### config.mk
export PLATFORM = sky130hd
export DESIGN_NAME = tmr_host_if
export DESIGN_NICKNAME = d
export VERILOG_FILES = /design/src/rtl/tmr_regs_pkg.sv /design/src/rtl/tmr_ctl_decode.sv /design/src/rtl/tmr_chan_port.sv /design/src/rtl/tmr_rd_mux.sv /design/src/rtl/tmr_host_if.sv
export SDC_FILE = /design/constraint.sdc
export NUM_CORES = 1
export LEC_CHECK = 0
export BUFFER_PORTS_ARGS = -buffer_cell sky130_fd_sc_hd__buf_2
export CORE_MARGIN = 5
export CORE_UTILIZATION = 56
export DETAILED_ROUTE_END_ITERATION = 7
export GPL_TIMING_DRIVEN = 0
export PLACE_DENSITY = 0.9
export SETUP_SLACK_MARGIN = 0.2
export SLEW_MARGIN = 20
export SYNTH_ARGS = -nofsm -noshare
export SYNTH_HDL_FRONTEND = slang
export SYNTH_SLANG_ARGS = --single-unit
### constraint.sdc
create_clock -name clk -period 1.9 [get_ports clk]
set_clock_uncertainty 0.1 [all_clocks]
set_input_delay 0.19 -clock clk [delete_from_list [all_inputs] [get_ports clk]]
set_output_delay 0.19 -clock clk [all_outputs]
set_load 0.05 [all_outputs]
### src/rtl/tmr_regs_pkg.sv
package tmr_regs_pkg;

    localparam int BW     = 8;
    localparam int CW     = 2 * BW;
    localparam int MAX_CH = 3;

    typedef enum logic [1:0] {
        ACC_CMD  = 2'd0,
        ACC_LO   = 2'd1,
        ACC_HI   = 2'd2,
        ACC_WORD = 2'd3
    } acc_e;

    typedef struct packed {
        acc_e       acc;
        logic [2:0] mode;
        logic       bcd;
    } chan_cfg_t;

    typedef struct packed {
        logic      cfg_we;
        chan_cfg_t cfg;
        logic      cnt_latch;
        logic      sts_latch;
    } chan_cmd_t;

    function automatic logic [BW-1:0] status_byte(logic out, chan_cfg_t c);
        return {out, 1'b0, c.acc, c.mode, c.bcd};
    endfunction

    function automatic logic [BW-1:0] pick_byte(logic [CW-1:0] v, logic hi);
        return hi ? v[CW-1:BW] : v[BW-1:0];
    endfunction

endpackage

### src/rtl/tmr_ctl_decode.sv
module tmr_ctl_decode
    import tmr_regs_pkg::*;
#(
    parameter int NCH = 3
) (
    input  logic                 wr_en,
    input  logic [1:0]           addr,
    input  logic [BW-1:0]        wdata,
    output chan_cmd_t [NCH-1:0]  cmd_o
);

    localparam logic [1:0] CTL_ADDR = 2'd3;
    localparam logic [1:0] SEL_RB   = 2'd3;

    logic [1:0] sel;
    acc_e       acc_f;

    assign sel   = wdata[7:6];
    assign acc_f = acc_e'(wdata[5:4]);

    always_comb begin
        for (int i = 0; i < NCH; i++) begin
            cmd_o[i] = '0;
            if (wr_en && addr == CTL_ADDR) begin
                if (sel == SEL_RB) begin
                    if (wdata[1+i]) begin
                        cmd_o[i].cnt_latch = ~wdata[5];
                        cmd_o[i].sts_latch = ~wdata[4];
                    end
                end else if (sel == i[1:0]) begin
                    if (acc_f == ACC_CMD) begin
                        cmd_o[i].cnt_latch = 1'b1;
                    end else begin
                        cmd_o[i].cfg_we   = 1'b1;
                        cmd_o[i].cfg.acc  = acc_f;
                        cmd_o[i].cfg.mode = wdata[3:1];
                        cmd_o[i].cfg.bcd  = wdata[0];
                    end
                end
            end
        end
    end

endmodule

### src/rtl/tmr_chan_port.sv
module tmr_chan_port
    import tmr_regs_pkg::*;
(
    input  logic           clk,
    input  logic           rst,
    input  chan_cmd_t      cmd,
    input  logic           data_wr,
    input  logic           data_rd,
    input  logic [BW-1:0]  wdata,
    input  logic [CW-1:0]  live_cnt,
    input  logic           out_lvl,
    output chan_cfg_t      cfg_o,
    output logic [BW-1:0]  rd_byte_o,
    output logic           load_stb_o,
    output logic [CW-1:0]  load_val_o
);

    chan_cfg_t      cfg_q;
    logic           wr_hi_q;
    logic [BW-1:0]  hold_q;
    logic           rd_hi_q;
    logic           cnt_pend_q;
    acc_e           cnt_acc_q;
    logic [CW-1:0]  cnt_snap_q;
    logic           sts_pend_q;
    logic [BW-1:0]  sts_snap_q;

    assign cfg_o = cfg_q;

    // Read byte selection: status, then snapshot, then live count.
    always_comb begin
        if (sts_pend_q) begin
            rd_byte_o = sts_snap_q;
        end else if (cnt_pend_q) begin
            unique case (cnt_acc_q)
                ACC_HI:  rd_byte_o = pick_byte(cnt_snap_q, 1'b1);
                default: rd_byte_o = pick_byte(cnt_snap_q, 1'b0);
            endcase
        end else begin
            unique case (cfg_q.acc)
                ACC_HI:   rd_byte_o = pick_byte(live_cnt, 1'b1);
                ACC_WORD: rd_byte_o = pick_byte(live_cnt, rd_hi_q);
                default:  rd_byte_o = pick_byte(live_cnt, 1'b0);
            endcase
        end
    end

    always_ff @(posedge clk) begin
        if (rst) begin
            cfg_q      <= '0;
            wr_hi_q    <= 1'b0;
            hold_q     <= '0;
            rd_hi_q    <= 1'b0;
            cnt_pend_q <= 1'b0;
            cnt_acc_q  <= ACC_CMD;
            cnt_snap_q <= '0;
            sts_pend_q <= 1'b0;
            sts_snap_q <= '0;
            load_stb_o <= 1'b0;
            load_val_o <= '0;
        end else begin
            load_stb_o <= 1'b0;

            if (cmd.cfg_we) begin
                cfg_q   <= cmd.cfg;
                wr_hi_q <= 1'b0;
                rd_hi_q <= 1'b0;
            end else begin
                if (data_wr) begin
                    unique case (cfg_q.acc)
                        ACC_HI: begin
                            load_stb_o <= 1'b1;
                            load_val_o <= {wdata, {BW{1'b0}}};
                        end
                        ACC_WORD: begin
                            if (!wr_hi_q) begin
                                hold_q  <= wdata;
                                wr_hi_q <= 1'b1;
                            end else begin
                                load_stb_o <= 1'b1;
                                load_val_o <= {wdata, hold_q};
                                wr_hi_q    <= 1'b0;
                            end
                        end
                        default: begin
                            load_stb_o <= 1'b1;
                            load_val_o <= {{BW{1'b0}}, wdata};
                        end
                    endcase
                end
                if (data_rd && !sts_pend_q && !cnt_pend_q && cfg_q.acc == ACC_WORD) begin
                    rd_hi_q <= ~rd_hi_q;
                end
            end

            // Consumption of snapshots by a read.
            if (data_rd) begin
                if (sts_pend_q) begin
                    sts_pend_q <= 1'b0;
                end else if (cnt_pend_q) begin
                    if (cnt_acc_q == ACC_WORD) begin
                        cnt_acc_q <= ACC_HI;
                    end else begin
                        cnt_pend_q <= 1'b0;
                    end
                end
            end

            // Latch commands; a pending snapshot is kept.
            if (cmd.cnt_latch && !cnt_pend_q) begin
                cnt_pend_q <= 1'b1;
                cnt_snap_q <= live_cnt;
                cnt_acc_q  <= cfg_q.acc;
            end
            if (cmd.sts_latch && !sts_pend_q) begin
                sts_pend_q <= 1'b1;
                sts_snap_q <= status_byte(out_lvl, cfg_q);
            end
        end
    end

endmodule

### src/rtl/tmr_rd_mux.sv
module tmr_rd_mux
    import tmr_regs_pkg::*;
#(
    parameter int NCH = 3
) (
    input  logic [1:0]              addr,
    input  logic [NCH-1:0][BW-1:0]  ch_byte,
    output logic [BW-1:0]           rdata
);

    always_comb begin
        rdata = '0;
        for (int i = 0; i < NCH; i++) begin
            if (addr == i[1:0]) begin
                rdata = ch_byte[i];
            end
        end
    end

endmodule

### src/rtl/tmr_host_if.sv
module tmr_host_if
    import tmr_regs_pkg::*;
#(
    parameter int NCH = 3
) (
    input  logic                 clk,
    input  logic                 rst,
    input  logic [1:0]           bus_addr,
    input  logic                 bus_wr,
    input  logic                 bus_rd,
    input  logic [7:0]           bus_wdata,
    output logic [7:0]           bus_rdata,
    output logic [NCH-1:0]       ld_stb,
    output logic [NCH*16-1:0]    ld_val,
    output logic [NCH*3-1:0]     ch_mode,
    output logic [NCH*2-1:0]     ch_acc,
    output logic [NCH-1:0]       ch_bcd,
    input  logic [NCH*16-1:0]    cnt_live,
    input  logic [NCH-1:0]       out_lvl
);

    chan_cmd_t [NCH-1:0]        cmd;
    logic      [NCH-1:0][BW-1:0] ch_byte;

    tmr_ctl_decode #(.NCH(NCH)) u_dec (
        .wr_en (bus_wr),
        .addr  (bus_addr),
        .wdata (bus_wdata),
        .cmd_o (cmd)
    );

    for (genvar g = 0; g < NCH; g++) begin : g_ch
        chan_cfg_t cfg;
        logic      sel;

        assign sel = (bus_addr == g[1:0]);

        tmr_chan_port u_port (
            .clk        (clk),
            .rst        (rst),
            .cmd        (cmd[g]),
            .data_wr    (bus_wr & sel),
            .data_rd    (bus_rd & sel),
            .wdata      (bus_wdata),
            .live_cnt   (cnt_live[g*CW +: CW]),
            .out_lvl    (out_lvl[g]),
            .cfg_o      (cfg),
            .rd_byte_o  (ch_byte[g]),
            .load_stb_o (ld_stb[g]),
            .load_val_o (ld_val[g*CW +: CW])
        );

        assign ch_mode[g*3 +: 3] = cfg.mode;
        assign ch_acc[g*2 +: 2]  = cfg.acc;
        assign ch_bcd[g]         = cfg.bcd;
    end

    tmr_rd_mux #(.NCH(NCH)) u_mux (
        .addr    (bus_addr),
        .ch_byte (ch_byte),
        .rdata   (bus_rdata)
    );

endmodule

==> results of run 1 <==
critical path, delay by kind of cell (launching register included):
family                 cells  cell delay (ns)
DFF                        1             0.34
and+or+nand+nor            1             0.43
AOI/OAI and AO/OA          2             0.59
buffers and inverters      3             0.46
kinds of logic (layout without fill, tap and decap cells):
family	Yosys count	after routing	share of synthesized area, %
compound gates	176	176	15.5
xor+xnor	4	4	0.428
buf+inv	103	350	5.91
flops	180	180	44.0
mux	121	121	14.9
simple gates	335	335	19.3
registers in the layout (all words and copies together) (netlist names):
name                    count
g_ch.u_port.load_stb_o      3
g_ch.u_port.cnt_snap_q     48
g_ch.u_port.cfg_o          18
g_ch.u_port.sts_pend_q      3
g_ch.u_port.hold_q         24
g_ch.u_port.cnt_pend_q      3
g_ch.u_port.sts_snap_q     21
g_ch.u_port.wr_hi_q         3
g_ch.u_port.rd_hi_q         3
g_ch.u_port.load_val_o     48
g_ch.u_port.cnt_acc_q       6
repair_timing:
action,in CTS,in global routing
hold buffers,52,0
resized for setup,74,80
setup buffers,7,15
gates cloned,1,4
endpoints found under the hold margin,53,0
setup endpoints to repair,70,91
pin swaps,17,21
where the power goes:
part	internal [mW]	switching [mW]	total [mW]
combinational	0.391	0.737	1.13
clock	1.91	1.69	3.60
sequential	3.80	0.0322	3.84
cell usage after synthesis (all sizes together), types with 3 or more instances:
| cell | n |
|---|---|
| o311ai | 8 |
| a21o | 4 |
| a221o | 8 |
| and3 | 9 |
| o211ai | 10 |
| inv | 16 |
| a21oi | 58 |
| o21ai | 17 |
| nor2 | 150 |
| nand3b | 12 |
| clkbuf | 55 |
| nor4b | 3 |
| nand3 | 42 |
| buf | 32 |
| o21a | 3 |
| mux2 | 7 |
| nor3 | 34 |
| a211o | 8 |
| nor2b | 9 |
| and2 | 3 |
| a32oi | 7 |
| dfxtp | 180 |
| a21boi | 9 |
| a221oi | 30 |
| nand2 | 51 |
| nand2b | 6 |
| mux2i | 114 |
| a2111oi | 3 |
| or2 | 3 |
| a31oi | 8 |
routing by layer:
metal  vias up  routed length, um
met3       375               5340
met4         0               3590
met1      4372              11900
met5         -                  0
li1       3732                  -
met2      1104              15700
through the flow:
| stage | setup slack [ns] | hold WS [ns] | std cells |
|---|---|---|---|
| after floorplan | -0.144 | 0.237 | 919 |
| after global placement | -0.524 | 0.337 | 1240 |
| after detailed placement | -0.553 | 0.341 | 1240 |
| after CTS | -0.511 | 0.0150 | 1331 |
| after global routing | -0.645 | 0.0487 | 1350 |
| final | -0.664 | 0.0421 | 1350 |
cell type report:
| class | instances | share of cell area, % |
|---|---|---|
| clock buffers | 20 | 4.05 |
| repair buffers | 216 | 13.8 |
| plain buffers | 87 | 4.99 |
| well taps | 184 | 2.03 |
| multi-input cells | 636 | 41.4 |
| flip-flops and latches | 180 | 32.1 |
| clock inverters | 11 | 1.03 |
| inverters | 16 | 0.564 |
final timing paths:
check	from	end	slack, ns	cells past startpoint
min reg2reg	g_ch[1].u_port.load_val_o[13]	g_ch[1].u_port.load_val_o[13]	0.35	2
max reg2reg	g_ch[2].u_port.cnt_pend_q	g_ch[2].u_port.cnt_snap_q[11]	-0.34	7
max	g_ch[1].u_port.sts_pend_q	bus_rdata[0]	-0.66	6
min	bus_rd	g_ch[2].u_port.sts_pend_q	0.04	4
==> results.tsv, run 1 <==
stage	metric	value	unit
outcome	status	finished, violations left	
outcome	violated checks	DRC, setup timing	
place	GPL Wtd Cong	0.905	
critical_path	critical path class	flip-flop to output pin	
route	DRC viols	26	
critical_path	CP peak stage delay	0.43	ns
place	area post-placement	9340	um2
sta	max frequency	390	MHz
clock_network	H-Tree Level Count	4	
power_and_ir_drop	pwr/cell area	757	nW/um2
sta	Slew @ Worst Pin	0.934	ns
critical_path	Setup crit end kind	output pin	
synth	sequential share of the synthesized area	44.0	%
floorplan	Core Box Area	14400	um2
clock_network	clk buf depth	2	
critical_path	CP Data Required Time	1.61	ns
synth	ys async rst share	0	%
critical_path	cells along the critical path	or3b_4 -> buf_6 -> buf_6 -> a211o_4 -> a32oi_4 -> buf_6	
global_route	initial antenna violation count	0	
cells_and_area	post-route cell area	11300	um2
power_and_ir_drop	Pwr Total	8.57	mW
cells_and_area	Area Overhead vs Synth	38.1	%
global_route	met3 global-route usage	11.5	%
sta	final setup fails	27	
sta	RSZ-0062 raised after global routing	yes	
clock_network	CTS tree	yes	
place	hpwl dp	18300	um
clock_network	clock tree sinks	180	
sta	fin crit share	135	%
route	drt wl/cell	27.0	um
critical_path	CP most frequent cell	buf_6	
synth	number of synthesized register bits	180	
synth	Yosys top cell by area	dfxtp_1	
clock_network	Worst-path clk slew	0.08	ns
synth	top cell type's share of synthesized area	44.0	%
synth	library cells used by synthesis	54	
synth	cell count after synthesis	919	
floorplan	die area	17200	um2
cells_and_area	area of the multi-input gates	4690	um2
synth	Post-Syn Area per Cell	8.92	um2
cells_and_area	final core occ	78.5	%
floorplan	Die Wd	131	um
route	Vias	9583	
cells_and_area	fillers	753	
route	ANT nets after route	0	
route	Iter 0 DRT Violations	1971	
route	Pre-antenna DRT Iters	8	
floorplan	FP Rows	44	
global_route	first-pass GRT wire length	48100	um
sta	Slew headroom	37.7	%
flow_run	total of max-cap violations	0	
global_route	total gr overflow	0	
synth	Synth Flop Type	dfxtp_1	
global_route	largest net degree at the start of global routing	17	
synth	number of synthesis warnings	0	
sta	TNS Setup	-8.37	ns
cells_and_area	ANT cells	0	
power_and_ir_drop	cell leakage power	4.16	nW
cells_and_area	most common cell after layout, fill and taps aside	dfxtp_1	
cells_and_area	most frequent cells in the layout	dfxtp_1, nor2_1, buf_2	
worst_hold_path	Hold WC Path Type	input port to flip-flop	
sta	worst setup margin	-0.664	ns
synth	Synth area leaders	dfxtp_1, mux2i_1, nor2_1	
clock_network	clk_lat worst skew	0.46	ns
floorplan	Starting Density	56.8	%
route	WL final	36500	um
floorplan	die height	131	um
power_and_ir_drop	Max VDD drop	0.715	mV
synth	post-synthesis cell area	8190	um2
global_route	global routing's busiest layer	met2	
critical_path	Startpoint Class	flip-flop	
global_route	grt met1 use	42.5	%
global_route	vias in the first global route	8895	
cells_and_area	fraction of layout cells with a size suffix above 1	28.7	%
critical_path	Crit-path slowest cell	or3b_4	
clock_network	CTS Buf Count	17	
sta	min Tclk post-route	2.56	ns
global_route	GRT Total Usage	36.7	%
place	number of I/O port buffers	137	
sta	final hold violations	0	
sta	fin. max-slew vios	0	
cells_and_area	nets@finish	1219	
critical_path	crit path max fanout	4	
route	Avg Vias per Cell	7.10	
clock_network	Root Buffer	clkbuf_16	
critical_path	Worst EP arrival	2.27	ns
floorplan	IO Pins	142	
synth	Synthesized Nets	984	
global_route	met2 Track Usage GR	57.9	%
cells_and_area	register area	3630	um2
synth	number of synthesized flops with an enable pin	0	
No activity file was read; power rests on OpenSTA's default activity.
==> run 2: changes to the inputs <==
- CORE_MARGIN: 5 -> unset
- CORE_UTILIZATION: 56 -> 55
- PLACE_DENSITY: 0.9 -> 0.89
==> run 2 against run 1 <==
Against the previous run:
- die area shrank 10%
- utilization shrank 0.90 points
- flip-flop and latch count is the same
- cell area shrank 0.40%
- worst setup slack lost 0.0082 ns
- maximum frequency shrank 0.32%
- the run still ends with DRC, setup timing left
==> results.tsv, run 2 (synthesis gave the netlist of run 1 again) <==
stage	metric	value	unit	change
route	Pre-antenna DRT Iters	8		unchanged
global_route	vias in the first global route	8331		-6.3%
worst_hold_path	critical hold path startpoint	bus_wdata[0]		
clock_network	clk buf depth	2		unchanged
global_route	first-pass GRT wire length	44500	um	-7.4%
sta	min Tclk post-route	2.57	ns	+0.00823 ns
floorplan	Core Box Area	14500	um2	+0.76%
critical_path	crit path max fanout	9		+5
place	placed cell count	1240		unchanged
sta	final setup fails	10		-63%
critical_path	Buf/Inv on CP	2		-1
critical_path	Worst Setup EP	bus_rdata[1]		
cells_and_area	Layout Cells excl Fill	1358		+0.59%
critical_path	Setup crit end kind	output pin		
outcome	violated checks	DRC, setup timing		
flow_run	total of max-cap violations	0		unchanged
clock_network	clk_lat worst skew	0.46	ns	about the same
clock_network	clock tree sinks	180		unchanged
sta	TNS Setup	-4.99	ns	+3.38 ns
cells_and_area	nets@finish	1225		+0.49%
cells_and_area	Area Overhead vs Synth	37.5	%	
floorplan	Die Wd	124	um	-5.3%
global_route	total gr overflow	0		unchanged
critical_path	CP peak stage delay	0.44	ns	about the same
worst_hold_path	Hold WC Path Type	input port to flip-flop		
critical_path	R2R cell count	5		-2
clock_network	Worst-path clk slew	0.08	ns	about the same
power_and_ir_drop	cell leakage power	4.15	nW	-0.36%
cells_and_area	post-route cell area	11300	um2	-0.40%
critical_path	cell family with most CP delay	compound AO/OA/AOI/OAI gates		
floorplan	IO Pins	142		unchanged
cells_and_area	fraction of layout cells with a size suffix above 1	28.5	%	-0.26 points
place	number of I/O port buffers	137		unchanged
place	pre-CTS setup slack	-0.575	ns	-0.0226 ns
global_route	GRT Total Usage	38.8	%	+2.0 points
cells_and_area	Top Registers	g_ch.u_port.cnt_snap_q: 48 flops, g_ch.u_port.load_val_o: 48 flops, g_ch.u_port.hold_q: 24 flops		
sta	worst setup margin	-0.672	ns	-0.00823 ns
sta	final hold violations	0		unchanged
critical_path	Crit-path slowest cell	dfxtp_2		
clock_network	CTS tree	yes		
critical_path	CP Data Required Time	1.61	ns	about the same
route	DRC viols	50		+92%
sta	Slew headroom	38.6	%	+0.89 points
clock_network	H-Tree Level Count	4		unchanged
route	Iter 0 DRT Violations	1539		-22%
critical_path	reg2reg end	g_ch[1].u_port.cnt_snap_q[2]		
critical_path	CP startpoint	g_ch[2].u_port.rd_hi_q		
critical_path	Startpoint Class	flip-flop		
sta	RSZ-0062 raised after global routing	yes		
critical_path	Crit path depth	6		unchanged
clock_network	CTS Buf Count	17		unchanged
sta	fin crit share	135	%	+0.43 points
route	drt wl/cell	25.0	um	-7.4%
global_route	initial antenna violation count	1		+1
sta	Slew @ Worst Pin	0.921	ns	-0.0134 ns
global_route	largest net degree at the start of global routing	18		+1
critical_path	flop2flop setup slack	0	ns	+0.34 ns
route	Avg Vias per Cell	6.83		-3.8%
cells_and_area	final core occ	77.5	%	-0.90 points
power_and_ir_drop	Pwr Total	8.55	mW	-0.14%
sta	Hold WS	0.0379	ns	-0.00415 ns
critical_path	critical path class	flip-flop to output pin		
floorplan	Starting Density	56.4	%	-0.43 points
floorplan	FP Rows	44		unchanged
outcome	status	finished, violations left		
power_and_ir_drop	pwr/cell area	759	nW/um2	+0.26%
sta	fin. max-slew vios	0		unchanged
critical_path	reg-to-reg startpoint	g_ch[1].u_port.cnt_pend_q		
route	WL final	34000	um	-6.9%
cells_and_area	most frequent cells in the layout	dfxtp_1, nor2_1, buf_2		
critical_path	Worst EP arrival	2.28	ns	about the same
place	hpwl dp	17700	um	-3.4%
cells_and_area	most common cell after layout, fill and taps aside	dfxtp_1		
sta	max frequency	389	MHz	-0.32%
floorplan	die area	15400	um2	-10%
floorplan	die height	124	um	-5.3%
route	ANT nets after route	0		unchanged
place	GPL Wtd Cong	0.919		+1.5%
clock_network	Root Buffer	clkbuf_16		
critical_path	cells along the critical path	nand2b_1 -> clkbuf_4 -> a31oi_1 -> a221o_1 -> a32oi_4 -> buf_6		
place	area post-placement	9340	um2	unchanged
power_and_ir_drop	Max VDD drop	0.810	mV	+13%
route	Vias	9271		-3.3%
[run 2: changes by cell type in the layout (fill, tap and decap cells not counted), moves of 4 or more]
cell and change:
buf_4 +11, mux2i_1 +5, buf_12 -4, buf_6 +4
clkbuf_2 -4, mux2i_2 -4
[run 2: timing repair]
action,4_1_cts,5_1_grt
pin swaps,22,24
gates cloned,1,2
hold buffers,52,0
gates resized for setup,81,70
setup endpoints to repair,57,81
endpoints found under the hold margin,52,0
buffers inserted,8,22
[run 2: final cells by class]
| cell class | instances | area, um2 |
|---|---|---|
| Multi-Input combinational cell | 636 | 4640 |
| Sequential cell | 180 | 3630 |
| Fill cell | 807 | 3260 |
| Timing Repair Buffer | 222 | 1550 |
| Buffer | 87 | 572 |
| Clock buffer | 19 | 443 |
| Tap cell | 184 | 230 |
| Clock inverter | 13 | 136 |
| Inverter | 16 | 60.1 |
| Antenna cell | 1 | 2.50 |
[run 2: power breakdown]
group	internal, mW	switching, mW
Clock	1.89	1.73
Combinational	0.385	0.715
Sequential	3.81	0.0296
[run 2: how the worst min path moves through the flow]
stage | endpoint | slack [ns] | depth (start not counted)
after global placement | g_ch[1].u_port.load_val_o[8] | 0.34 | 2
after detailed placement | g_ch[0].u_port.load_val_o[13] | 0.34 | 2
after CTS | g_ch[0].u_port.load_val_o[0] | 0.03 | 3
after global routing | g_ch[1].u_port.cfg_o[4] | 0.08 | 4
after floorplan | g_ch[1].u_port.cnt_snap_q[10] | 0.24 | 2
final | g_ch[1].u_port.load_val_o[0] | 0.04 | 3
[run 2: tightest hold or removal path, stage by stage]
cell      delay, ns
buf_2          0.12
a221oi_1       0.09
nor3_1         0.13
[run 2: layer usage]
metal | GRT usage, % | share of wire [%]
met1 | 46.0 | 34
met2 | 61.3 | 43
met3 | 11.0 | 13
met4 | 25.1 | 9.2
met5 | 0 | 0
